**config.mk**
```make
export PLATFORM = sky130hd
export DESIGN_NAME = bcd3_store
export DESIGN_NICKNAME = d
export VERILOG_FILES = /design/src/rtl/bcd3_pkg.sv /design/src/rtl/bcd3_weight_sel.sv /design/src/rtl/bcd3_sub_step.sv /design/src/rtl/bcd3_ctrl.sv /design/src/rtl/bcd3_store.sv
export SDC_FILE = /design/constraint.sdc
export NUM_CORES = 1
export LEC_CHECK = 0
export ABC_CLOCK_PERIOD_IN_PS = 2400
export BUFFER_PORTS_ARGS = -buffer_cell sky130_fd_sc_hd__buf_2
export CORE_MARGIN = 2
export CORE_UTILIZATION = 51
export CTS_CLUSTER_SIZE = 12
export DETAILED_ROUTE_END_ITERATION = 10
export PLACE_DENSITY = 0.85
export SLEW_MARGIN = 15
export SYNTH_ARGS = -nofsm -noshare
export SYNTH_HDL_FRONTEND = slang
export SYNTH_SLANG_ARGS = --single-unit
```
**constraint.sdc**
```tcl
create_clock -name clk -period 2.4 [get_ports clk]
set_input_delay 0.24 -clock clk [delete_from_list [all_inputs] [get_ports clk]]
set_output_delay 0.24 -clock clk [all_outputs]
set_load 0.01 [all_outputs]
```
**src/rtl/bcd3_pkg.sv**
```systemverilog
package bcd3_pkg;

   typedef enum logic [1:0] {
      ST_IDLE = 2'd0,
      ST_CLR  = 2'd1,
      ST_RUN  = 2'd2,
      ST_FIN  = 2'd3
   } bcd3_state_e;

   // 10 raised to n, computed rather than tabulated
   function automatic int unsigned pow10(input int n);
      int unsigned acc;
      acc = 1;
      for (int i = 0; i < n; i++) acc = acc * 10;
      return acc;
   endfunction

endpackage

```
**src/rtl/bcd3_weight_sel.sv**
```systemverilog
module bcd3_weight_sel #(
   parameter int VAL_W  = 8,
   parameter int DIGITS = 3,
   parameter int IDX_W  = 2
) (
   input  logic [IDX_W-1:0] idx,
   output logic [VAL_W-1:0] weight
);
   localparam int SLOTS = 1 << IDX_W;

   logic [VAL_W-1:0] tbl [SLOTS];

   // digit 0 is the most significant one
   for (genvar k = 0; k < SLOTS; k++) begin : g_wt
      if (k < DIGITS) begin : g_used
         assign tbl[k] = VAL_W'(bcd3_pkg::pow10(DIGITS - 1 - k));
      end else begin : g_spare
         assign tbl[k] = VAL_W'(1);
      end
   end

   assign weight = tbl[idx];
endmodule

```
**src/rtl/bcd3_sub_step.sv**
```systemverilog
module bcd3_sub_step #(
   parameter int VAL_W = 8
) (
   input  logic [VAL_W-1:0] work,
   input  logic [VAL_W-1:0] weight,
   output logic             fits,
   output logic [VAL_W-1:0] work_next
);
   assign fits      = (work >= weight);
   assign work_next = work - weight;
endmodule

```
**src/rtl/bcd3_ctrl.sv**
```systemverilog
module bcd3_ctrl #(
   parameter int VAL_W       = 8,
   parameter int ADDR_W      = 16,
   parameter int DATA_W      = 8,
   parameter int DIGITS      = 3,
   parameter int INCR_WRITES = 0,
   parameter int IDX_W       = 2,
   parameter int CNT_W       = 4
) (
   input  logic              clk,
   input  logic              rst_n,
   input  logic              start,
   input  logic [VAL_W-1:0]  bin_val,
   input  logic [ADDR_W-1:0] base_idx,
   input  logic              fits,
   input  logic [VAL_W-1:0]  work_next,
   output logic [VAL_W-1:0]  work_q,
   output logic [IDX_W-1:0]  idx_q,
   output logic [ADDR_W-1:0] wr_addr,
   output logic [DATA_W-1:0] wr_data,
   output logic              wr_en,
   output logic              done
);
   import bcd3_pkg::*;

   localparam logic [IDX_W-1:0] LAST_IDX = IDX_W'(DIGITS - 1);

   bcd3_state_e       state_q;
   logic [CNT_W-1:0]  cnt_q;
   logic [ADDR_W-1:0] base_q;
   logic [CNT_W-1:0]  cnt_inc;
   logic [ADDR_W-1:0] digit_addr;

   // write policy: once per digit on the miss, or on every hit plus a clear
   logic wr_on_hit, wr_on_miss, use_clear;
   if (INCR_WRITES != 0) begin : g_incr
      assign wr_on_hit  = 1'b1;
      assign wr_on_miss = 1'b0;
      assign use_clear  = 1'b1;
   end else begin : g_once
      assign wr_on_hit  = 1'b0;
      assign wr_on_miss = 1'b1;
      assign use_clear  = 1'b0;
   end

   assign cnt_inc    = cnt_q + CNT_W'(1);
   assign digit_addr = base_q + ADDR_W'(idx_q);

   always_ff @(posedge clk or negedge rst_n) begin
      if (!rst_n) begin
         state_q <= ST_IDLE;
         work_q  <= '0;
         idx_q   <= '0;
         cnt_q   <= '0;
         base_q  <= '0;
         wr_addr <= '0;
         wr_data <= '0;
         wr_en   <= 1'b0;
         done    <= 1'b0;
      end else begin
         wr_en <= 1'b0;
         done  <= 1'b0;
         case (state_q)
            ST_IDLE: begin
               if (start) begin
                  work_q  <= bin_val;
                  base_q  <= base_idx;
                  idx_q   <= '0;
                  cnt_q   <= '0;
                  state_q <= use_clear ? ST_CLR : ST_RUN;
               end
            end
            ST_CLR: begin
               wr_en   <= 1'b1;
               wr_addr <= digit_addr;
               wr_data <= '0;
               state_q <= ST_RUN;
            end
            ST_RUN: begin
               if (fits) begin
                  work_q <= work_next;
                  cnt_q  <= cnt_inc;
                  if (wr_on_hit) begin
                     wr_en   <= 1'b1;
                     wr_addr <= digit_addr;
                     wr_data <= DATA_W'(cnt_inc);
                  end
               end else begin
                  if (wr_on_miss) begin
                     wr_en   <= 1'b1;
                     wr_addr <= digit_addr;
                     wr_data <= DATA_W'(cnt_q);
                  end
                  cnt_q <= '0;
                  if (idx_q == LAST_IDX) begin
                     state_q <= ST_FIN;
                  end else begin
                     idx_q   <= idx_q + IDX_W'(1);
                     state_q <= use_clear ? ST_CLR : ST_RUN;
                  end
               end
            end
            ST_FIN: begin
               done    <= 1'b1;
               state_q <= ST_IDLE;
            end
            default: state_q <= ST_IDLE;
         endcase
      end
   end
endmodule

```
**src/rtl/bcd3_store.sv**
```systemverilog
module bcd3_store #(
   parameter int VAL_W       = 8,
   parameter int ADDR_W      = 16,
   parameter int DATA_W      = 8,
   parameter int DIGITS      = 3,
   parameter int INCR_WRITES = 0
) (
   input  logic              clk,
   input  logic              rst_n,
   input  logic              start,
   input  logic [VAL_W-1:0]  bin_val,
   input  logic [ADDR_W-1:0] base_idx,
   output logic [ADDR_W-1:0] wr_addr,
   output logic [DATA_W-1:0] wr_data,
   output logic              wr_en,
   output logic              done
);
   localparam int IDX_W = (DIGITS > 1) ? $clog2(DIGITS) : 1;
   localparam int CNT_W = 4;

   // elaboration-time parameter checks
   if (VAL_W < 1 || VAL_W > 30) begin : g_chk_vw
      $error("bcd3_store: VAL_W out of range");
   end
   if (bcd3_pkg::pow10(DIGITS) <= (2 ** VAL_W) - 1) begin : g_chk_dig_lo
      $error("bcd3_store: DIGITS too small for VAL_W");
   end
   if (bcd3_pkg::pow10(DIGITS - 1) > (2 ** VAL_W) - 1) begin : g_chk_dig_hi
      $error("bcd3_store: DIGITS too large for VAL_W");
   end
   if (DATA_W < CNT_W) begin : g_chk_dw
      $error("bcd3_store: DATA_W must hold a digit");
   end
   if (INCR_WRITES != 0 && INCR_WRITES != 1) begin : g_chk_mode
      $error("bcd3_store: INCR_WRITES must be 0 or 1");
   end

   logic [VAL_W-1:0] work_q, work_next, weight;
   logic [IDX_W-1:0] idx_q;
   logic             fits;

   bcd3_weight_sel #(.VAL_W(VAL_W), .DIGITS(DIGITS), .IDX_W(IDX_W)) u_wsel (
      .idx    (idx_q),
      .weight (weight)
   );

   bcd3_sub_step #(.VAL_W(VAL_W)) u_sub (
      .work      (work_q),
      .weight    (weight),
      .fits      (fits),
      .work_next (work_next)
   );

   bcd3_ctrl #(
      .VAL_W(VAL_W), .ADDR_W(ADDR_W), .DATA_W(DATA_W), .DIGITS(DIGITS),
      .INCR_WRITES(INCR_WRITES), .IDX_W(IDX_W), .CNT_W(CNT_W)
   ) u_ctrl (
      .clk       (clk),
      .rst_n     (rst_n),
      .start     (start),
      .bin_val   (bin_val),
      .base_idx  (base_idx),
      .fits      (fits),
      .work_next (work_next),
      .work_q    (work_q),
      .idx_q     (idx_q),
      .wr_addr   (wr_addr),
      .wr_data   (wr_data),
      .wr_en     (wr_en),
      .done      (done)
   );
endmodule

```
==> results of run 1 <==
-- cell usage after synthesis, types with 2 or more instances --
| cell type | n | area (µm²) |
|---|---|---|
| nand2_1 | 24 | 90.1 |
| xor2_1 | 10 | 87.6 |
| buf_2 | 2 | 10.0 |
| a21o_1 | 2 | 15.0 |
| xnor2_1 | 4 | 35.0 |
| nor4_1 | 3 | 18.8 |
| ha_1 | 17 | 213 |
| a22o_1 | 4 | 35.0 |
| buf_4 | 6 | 45.0 |
| nor2b_1 | 5 | 31.3 |
| o21ai_2 | 2 | 17.5 |
| a31oi_1 | 4 | 25.0 |
| clkbuf_1 | 3 | 11.3 |
| inv_1 | 15 | 56.3 |
| nor3_1 | 6 | 30.0 |
| fa_1 | 2 | 40.0 |
| and2_1 | 3 | 18.8 |
| mux2_2 | 16 | 180 |
| nand4_1 | 3 | 18.8 |
| dfrtp_1 | 54 | 1350 |
| o21ai_0 | 14 | 70.1 |
| nand3_1 | 8 | 40.0 |
| nor2_1 | 27 | 101 |
| a211oi_4 | 2 | 40.0 |
| mux2i_1 | 2 | 20.0 |
| o31ai_1 | 2 | 15.0 |
| a21oi_1 | 23 | 115 |
| o41ai_4 | 2 | 55.1 |
-- where the power goes --
part	internal, W	switching, W	total (W)
clock network	0.000207	0.000309	0.000516
logic	0.0000172	0.0000268	0.0000440
registers	0.000909	0	0.000909
total	0.00113	0.000335	0.00147
-- kinds of logic (layout without fill, tap and decap cells) --
| group | Yosys count | count (layout) | synth area share (%) |
|---|---|---|---|
| AOI/OAI and AO/OA | 67 | 67 | 16.5 |
| xor gates and xnor gates | 14 | 14 | 4.02 |
| adders and majority gates | 19 | 19 | 8.30 |
| buffers and inverters | 26 | 105 | 4.02 |
| DFF | 54 | 54 | 44.4 |
| muxes | 20 | 20 | 7.43 |
| other | 1 | 4 | 0.123 |
| and+or+nand+nor | 91 | 91 | 15.2 |
-- flip-flops by register name (all words and copies together) (netlist names) --
register        count
u_ctrl.cnt_q        4
u_ctrl.base_q      16
u_ctrl.state_q      2
u_ctrl.wr_addr     16
u_ctrl.wr_data      4
u_ctrl.work_q       8
u_ctrl.wr_en        1
u_ctrl.idx_q        2
u_ctrl.done         1
-- worst max-delay path: stages (launching register included) --
cell and delay [ns]:
dfrtp_1 0.43, inv_2 0.14, ha_4 0.17, inv_4 0.05
ha_4 0.26, a211oi_4 0.27, nand2_4 0.13, o41ai_4 0.28
buf_4 0.19, buf_2 0.18, nor2_1 0.06, a21oi_1 0.12
-- metal layers --
layer / vias to the layer above / track usage, %
li1: 1184 / -
met1: 1164 / 29.2
met2: 64 / 32.6
met3: 7 / 3.67
met4: 0 / 5.25
met5: - / 0
-- stage by stage --
step | hold WS, ns | setup slack [ns] | utilization [%] | std cells
after detailed placement | 0.309 | -0.117 | 60.1 | 431
after CTS | 0.153 | 0.0138 | 62.9 | 442
final | 0.154 | 0.0212 | 64.6 | 449
after global placement | 0.286 | 0.0141 | 60.1 | 431
after global routing | 0.145 | -0.0496 | 64.6 | 449
after floorplan | -0.0556 | 0.0357 | - | 295
-- repair_timing --
action                                  4_1_cts  5_1_grt
endpoints found under the setup margin       20       28
cloned                                        1        1
hold endpoints to repair                     27        0
gates resized for setup                      10        8
hold buffers                                  1        0
buffers inserted                              1        6
pin swaps                                     2       10
-- layout make-up --
| class | instances | area, µm² |
|---|---|---|
| fillers | 422 | 2070 |
| multi-input cells | 215 | 1680 |
| flip-flops and latches | 54 | 1350 |
| repair buffers | 82 | 512 |
| well taps | 75 | 93.8 |
| clock buffers | 6 | 72.6 |
| inverters | 15 | 58.8 |
| clock inverters | 2 | 13.8 |
-- path summary, 6_finish.rpt --
| kind | from | to | slack (ns) | cells past startpoint |
|---|---|---|---|---|
| setup reg to reg | u_ctrl.idx_q[1] | u_ctrl.wr_addr[3] | 0.02 | 11 |
| hold / removal | base_idx[14] | u_ctrl.base_q[14] | 0.15 | 2 |
| setup / recovery | u_ctrl.idx_q[1] | u_ctrl.wr_addr[3] | 0.02 | 11 |
| max in group asynchronous | rst_n | u_ctrl.base_q[3] | 1.13 | 3 |
| min in group asynchronous | rst_n | u_ctrl.cnt_q[2] | 0.46 | 2 |
| hold reg to reg | u_ctrl.wr_data[0] | u_ctrl.wr_data[0] | 0.51 | 1 |
==> results_dict.tcl, run 1 <==
set metrics [dict create \
    status "complete, no violations" \
    grt_pass1_wl_um 10500 \
    avgSynthCellArea_um2 10.4 \
    seq_area_frac_synth_pct 44.4 \
    htreeDepth 2 \
    cts.sinks 54 \
    yosys_most_used_dff "dfrtp_1" \
    die_w_um 81.3 \
    drt_iter0_markers 176 \
    grt_start_max_net_pins 29 \
    worst_slew_pin_slew_ns 0.637 \
    first_global_vias 2227 \
    yosysUniqueCellTypes 55 \
    crit_fanout 7 \
    fp-row-count 28 \
    syn_area_um2 3050 \
    slew_headroom_pct 57.5 \
    antenna_found_initial 0 \
    crit_path_start_kind "flip-flop" \
    ios 53 \
    nets 419 \
    synthCells 292 \
    final_common_cell "dfrtp_1" \
    drive_gt1_share_pct 35.8 \
    cts.clk_slew.worst_paths_ns 0.11 \
    hpwlAfterDp_um 4890 \
    worst-endpoint-arrival_ns 2.61 \
    period_needed_ns 2.38 \
    wl_per_cell_um 15.3 \
    setup_violations 0 \
    grt-ovfl-total 0 \
    clockBufferDepth 2 \
    drv_slew 0 \
    fin_setup_tns_ns 0 \
    gp_congestion 0.814 \
    power_density_nw_per_um2 388 \
    cp-end-kind "flip-flop" \
    coreArea_um2 5850 \
    drv.max_cap_violation_count 0 \
    grt_usage_pct 20.6 \
    clkLatencyLatePin_ns 0.31 \
    peakVddDrop_mv 0.320 \
    area_growth_pct 24.1 \
    cts_tree "yes" \
    cp.required_ns 2.63 \
    vias 2419 \
    p_total_w 0.00147 \
    die_h_um 81.3 \
    layout_common_cells "dfrtp_1 (53), buf_2 (49), buf_4 (30), nor2_1 (25), nand2_1 (24)" \
    fin_crit_sh_pct 99.1 \
    initial_core_util_pct 52.1 \
    cts_buffers 5 \
    design_area_um2 3780 \
    die_area_um2 6610 \
    hold_violations 0 \
    synth-edff-count 0 \
    hold_path.class "in -> reg" \
    async_reset_ff_share_pct 100 \
    met1_length_um 3110 \
    synth_warnings 0 \
    route.detailed.drc 0 \
    wirelength_um 6860 \
    ys_ff_latch 54 \
    routed.top_layer "met4" \
    drt-pass1-iter-count 4 \
    ant_nets 0 \
    dr_wl_met2_um 3360 \
    routed_via_density 5.39 \
    skew_ns 0.0206 \
    path_class "reg -> reg" \
    io_buffers 48 \
    met3WireLength_um 310 \
    cts_root_buf "clkbuf_8" \
    place_area_um2 3520 \
    p_leak_nw 1.83 \
    n_antenna_cell 0 \
    fmax_mhz 420 \
]
Note: power is estimated with default switching activity, not from simulation.
==> run 2: changes to the inputs <==
- CELL_PAD_IN_SITES_DETAIL_PLACEMENT: default -> 1
- CELL_PAD_IN_SITES_GLOBAL_PLACEMENT: default -> 1
- CORE_UTILIZATION: 51 -> 39
- PLACE_DENSITY: 0.85 -> 0.83
==> results_dict.tcl, run 2 (synthesized netlist as in run 1, its figures left out) <==
set metrics [dict create \
    route.detailed.drc 0 \
    fill_cells 847 \
    crit_buf_inv 4 \
    setup_violations 17 \
    drive_gt1_share_pct 40.7 \
    htreeDepth 2 \
    grt-ovfl-total 0 \
    n_antenna_cell 0 \
    worst_slew_pin_slew_ns 0.599 \
    layout_common_cells "dfrtp_1 (54), buf_2 (48), buf_4 (34), nand2_1 (24), a21oi_1 (21)" \
    antenna_found_initial 0 \
    fin_ws_ns -0.0668 \
    cts.clk_slew.worst_paths_ns 0.11 \
    ant_nets 0 \
    grt_usage_pct 19.6 \
    final_common_cell "dfrtp_1" \
    grt_start_max_net_pins 21 \
    die_area_um2 8530 \
    drv_slew 0 \
    reg2reg_from "u_ctrl.idx_q[1]" \
    design_area_um2 3940 \
    vias 2548 \
    die_w_um 92.4 \
    hold_violations 0 \
    drt_iter0_markers 112 \
    routed_via_density 5.31 \
    power_density_nw_per_um2 373 \
    rr_endpoint "u_ctrl.wr_addr[7]" \
    clkLatencyLatePin_ns 0.32 \
    hold_path.class "in -> reg" \
    clockBufferDepth 2 \
    io_buffers 48 \
    violations "setup timing" \
    cpPeakStageDelay_ns 0.42 \
    cp.required_ns 2.59 \
    p_leak_nw 1.88 \
    peakVddDrop_mv 0.292 \
    nets 424 \
    slew_headroom_pct 59.7 \
    crit_path_start_kind "flip-flop" \
    fmax_mhz 405 \
    die_h_um 92.4 \
    crit_path_top_delay_cell "dfrtp_1" \
    r2r_slack_ns -0.07 \
    worstPathCellList "inv_2 -> ha_4 -> fa_2 -> nand2b_4 -> a211oi_4 -> buf_4 -> o41ai_4 -> buf_4 -> buf_8 -> nor2_1 -> a21oi_1" \
    period_needed_ns 2.47 \
    grt_pass1_wl_um 13300 \
    first_global_vias 2682 \
    biggestRegsByFlops "u_ctrl.base_q: 16 flops, u_ctrl.wr_addr: 16 flops, u_ctrl.work_q: 8 flops" \
    worstHoldStart "base_idx[7]" \
    hpwlAfterDp_um 5810 \
    drv.max_cap_violation_count 0 \
    wirelength_um 9040 \
    cts_buffers 5 \
    place_area_um2 3570 \
    rsz0062_at_grt "true" \
    status "finished, violations left" \
    drt-pass1-iter-count 4 \
    path_class "reg -> reg" \
    skew_ns 0.0139 \
    cts_tree "yes" \
    cts_root_buf "clkbuf_8" \
    crit_fanout 15 \
    area_growth_pct 29.2 \
    cp_common_cell "buf_4" \
    holdPathStages 2 \
    cts.sinks 54 \
    initial_core_util_pct 39.8 \
    gp_congestion 0.819 \
    worst-endpoint-arrival_ns 2.66 \
    final_util_pct 51.5 \
    fin_crit_sh_pct 103 \
    rr_worst_depth 11 \
    coreArea_um2 7650 \
    wl_per_cell_um 18.8 \
    worst_hold_path.endpoint "u_ctrl.base_q[7]" \
    crit_family "buffers and inverters" \
    cp-end-kind "flip-flop" \
    ios 53 \
    fp-row-count 32 \
]
[run 2: routing by layer]
| metal | global-route usage [%] | routed length [µm] | vias up |
|---|---|---|---|
| li1 | - | - | 1194 |
| met1 | 25.8 | 4040 | 1273 |
| met2 | 32.8 | 4510 | 61 |
| met3 | 3.34 | 294 | 20 |
| met4 | 6.22 | 197 | 0 |
| met5 | 0 | 0 | - |
[run 2: layout make-up]
| cell class | count | area (µm²) | area share, % |
|---|---|---|---|
| multi-input cells | 215 | 1760 | 44.8 |
| inverters | 15 | 56.3 | 1.43 |
| clock buffers | 5 | 68.8 | 1.75 |
| flip-flops and latches | 54 | 1350 | 34.3 |
| well taps | 102 | 128 | 3.24 |
| repair buffers | 87 | 554 | 14.1 |
| clock inverters | 2 | 13.8 | 0.350 |
[run 2: worst max-delay path by stage]
stage | start | to | cells after the start
6_report | u_ctrl.idx_q[1] | u_ctrl.wr_addr[7] | 11
5_1_grt | u_ctrl.idx_q[0] | u_ctrl.wr_addr[7] | 11
4_1_cts | u_ctrl.idx_q[1] | u_ctrl.wr_data[1] | 9
3_5_place_dp | u_ctrl.idx_q[0] | u_ctrl.wr_addr[11] | 10
3_3_place_gp | u_ctrl.idx_q[0] | u_ctrl.wr_addr[2] | 10
2_1_floorplan | u_ctrl.idx_q[0] | u_ctrl.state_q[0] | 9
[run 2: metrics by stage]
stage | total power (W) | worst slack [ns] | TNS (ns) | hold WS (ns) | std cells
after floorplan | 0.000935 | 0.0357 | 0 | -0.0556 | 295
after global placement | 0.000972 | 0.0162 | 0 | 0.217 | 461
after detailed placement | 0.000973 | -0.137 | -1.94 | 0.234 | 461
after CTS | 0.00148 | 0.00829 | 0 | 0.152 | 471
after global routing | 0.00152 | -0.162 | -2.21 | 0.151 | 480
final | 0.00147 | -0.0668 | -0.415 | 0.159 | 480
[run 2: report_power, final]
part | internal, W | leakage (nW) | total [W] | switching [W]
Sequential | 0.000909 | 0.721 | 0.000909 | 0
Combinational | 0.0000183 | 1.12 | 0.0000462 | 0.0000279
Clock | 0.000203 | 0.0444 | 0.000513 | 0.000310
Total | 0.00113 | 1.88 | 0.00147 | 0.000338
[run 2: timing repair]
action | 4_1_cts | 5_1_grt
resized for setup | 12 | 31
setup buffers | 2 | 10
endpoints found under the hold margin | 18 | 0
cloned | 1 | 0
pin swaps | 5 | 12
setup endpoints to repair | 25 | 34
hold buffers | 1 | 0
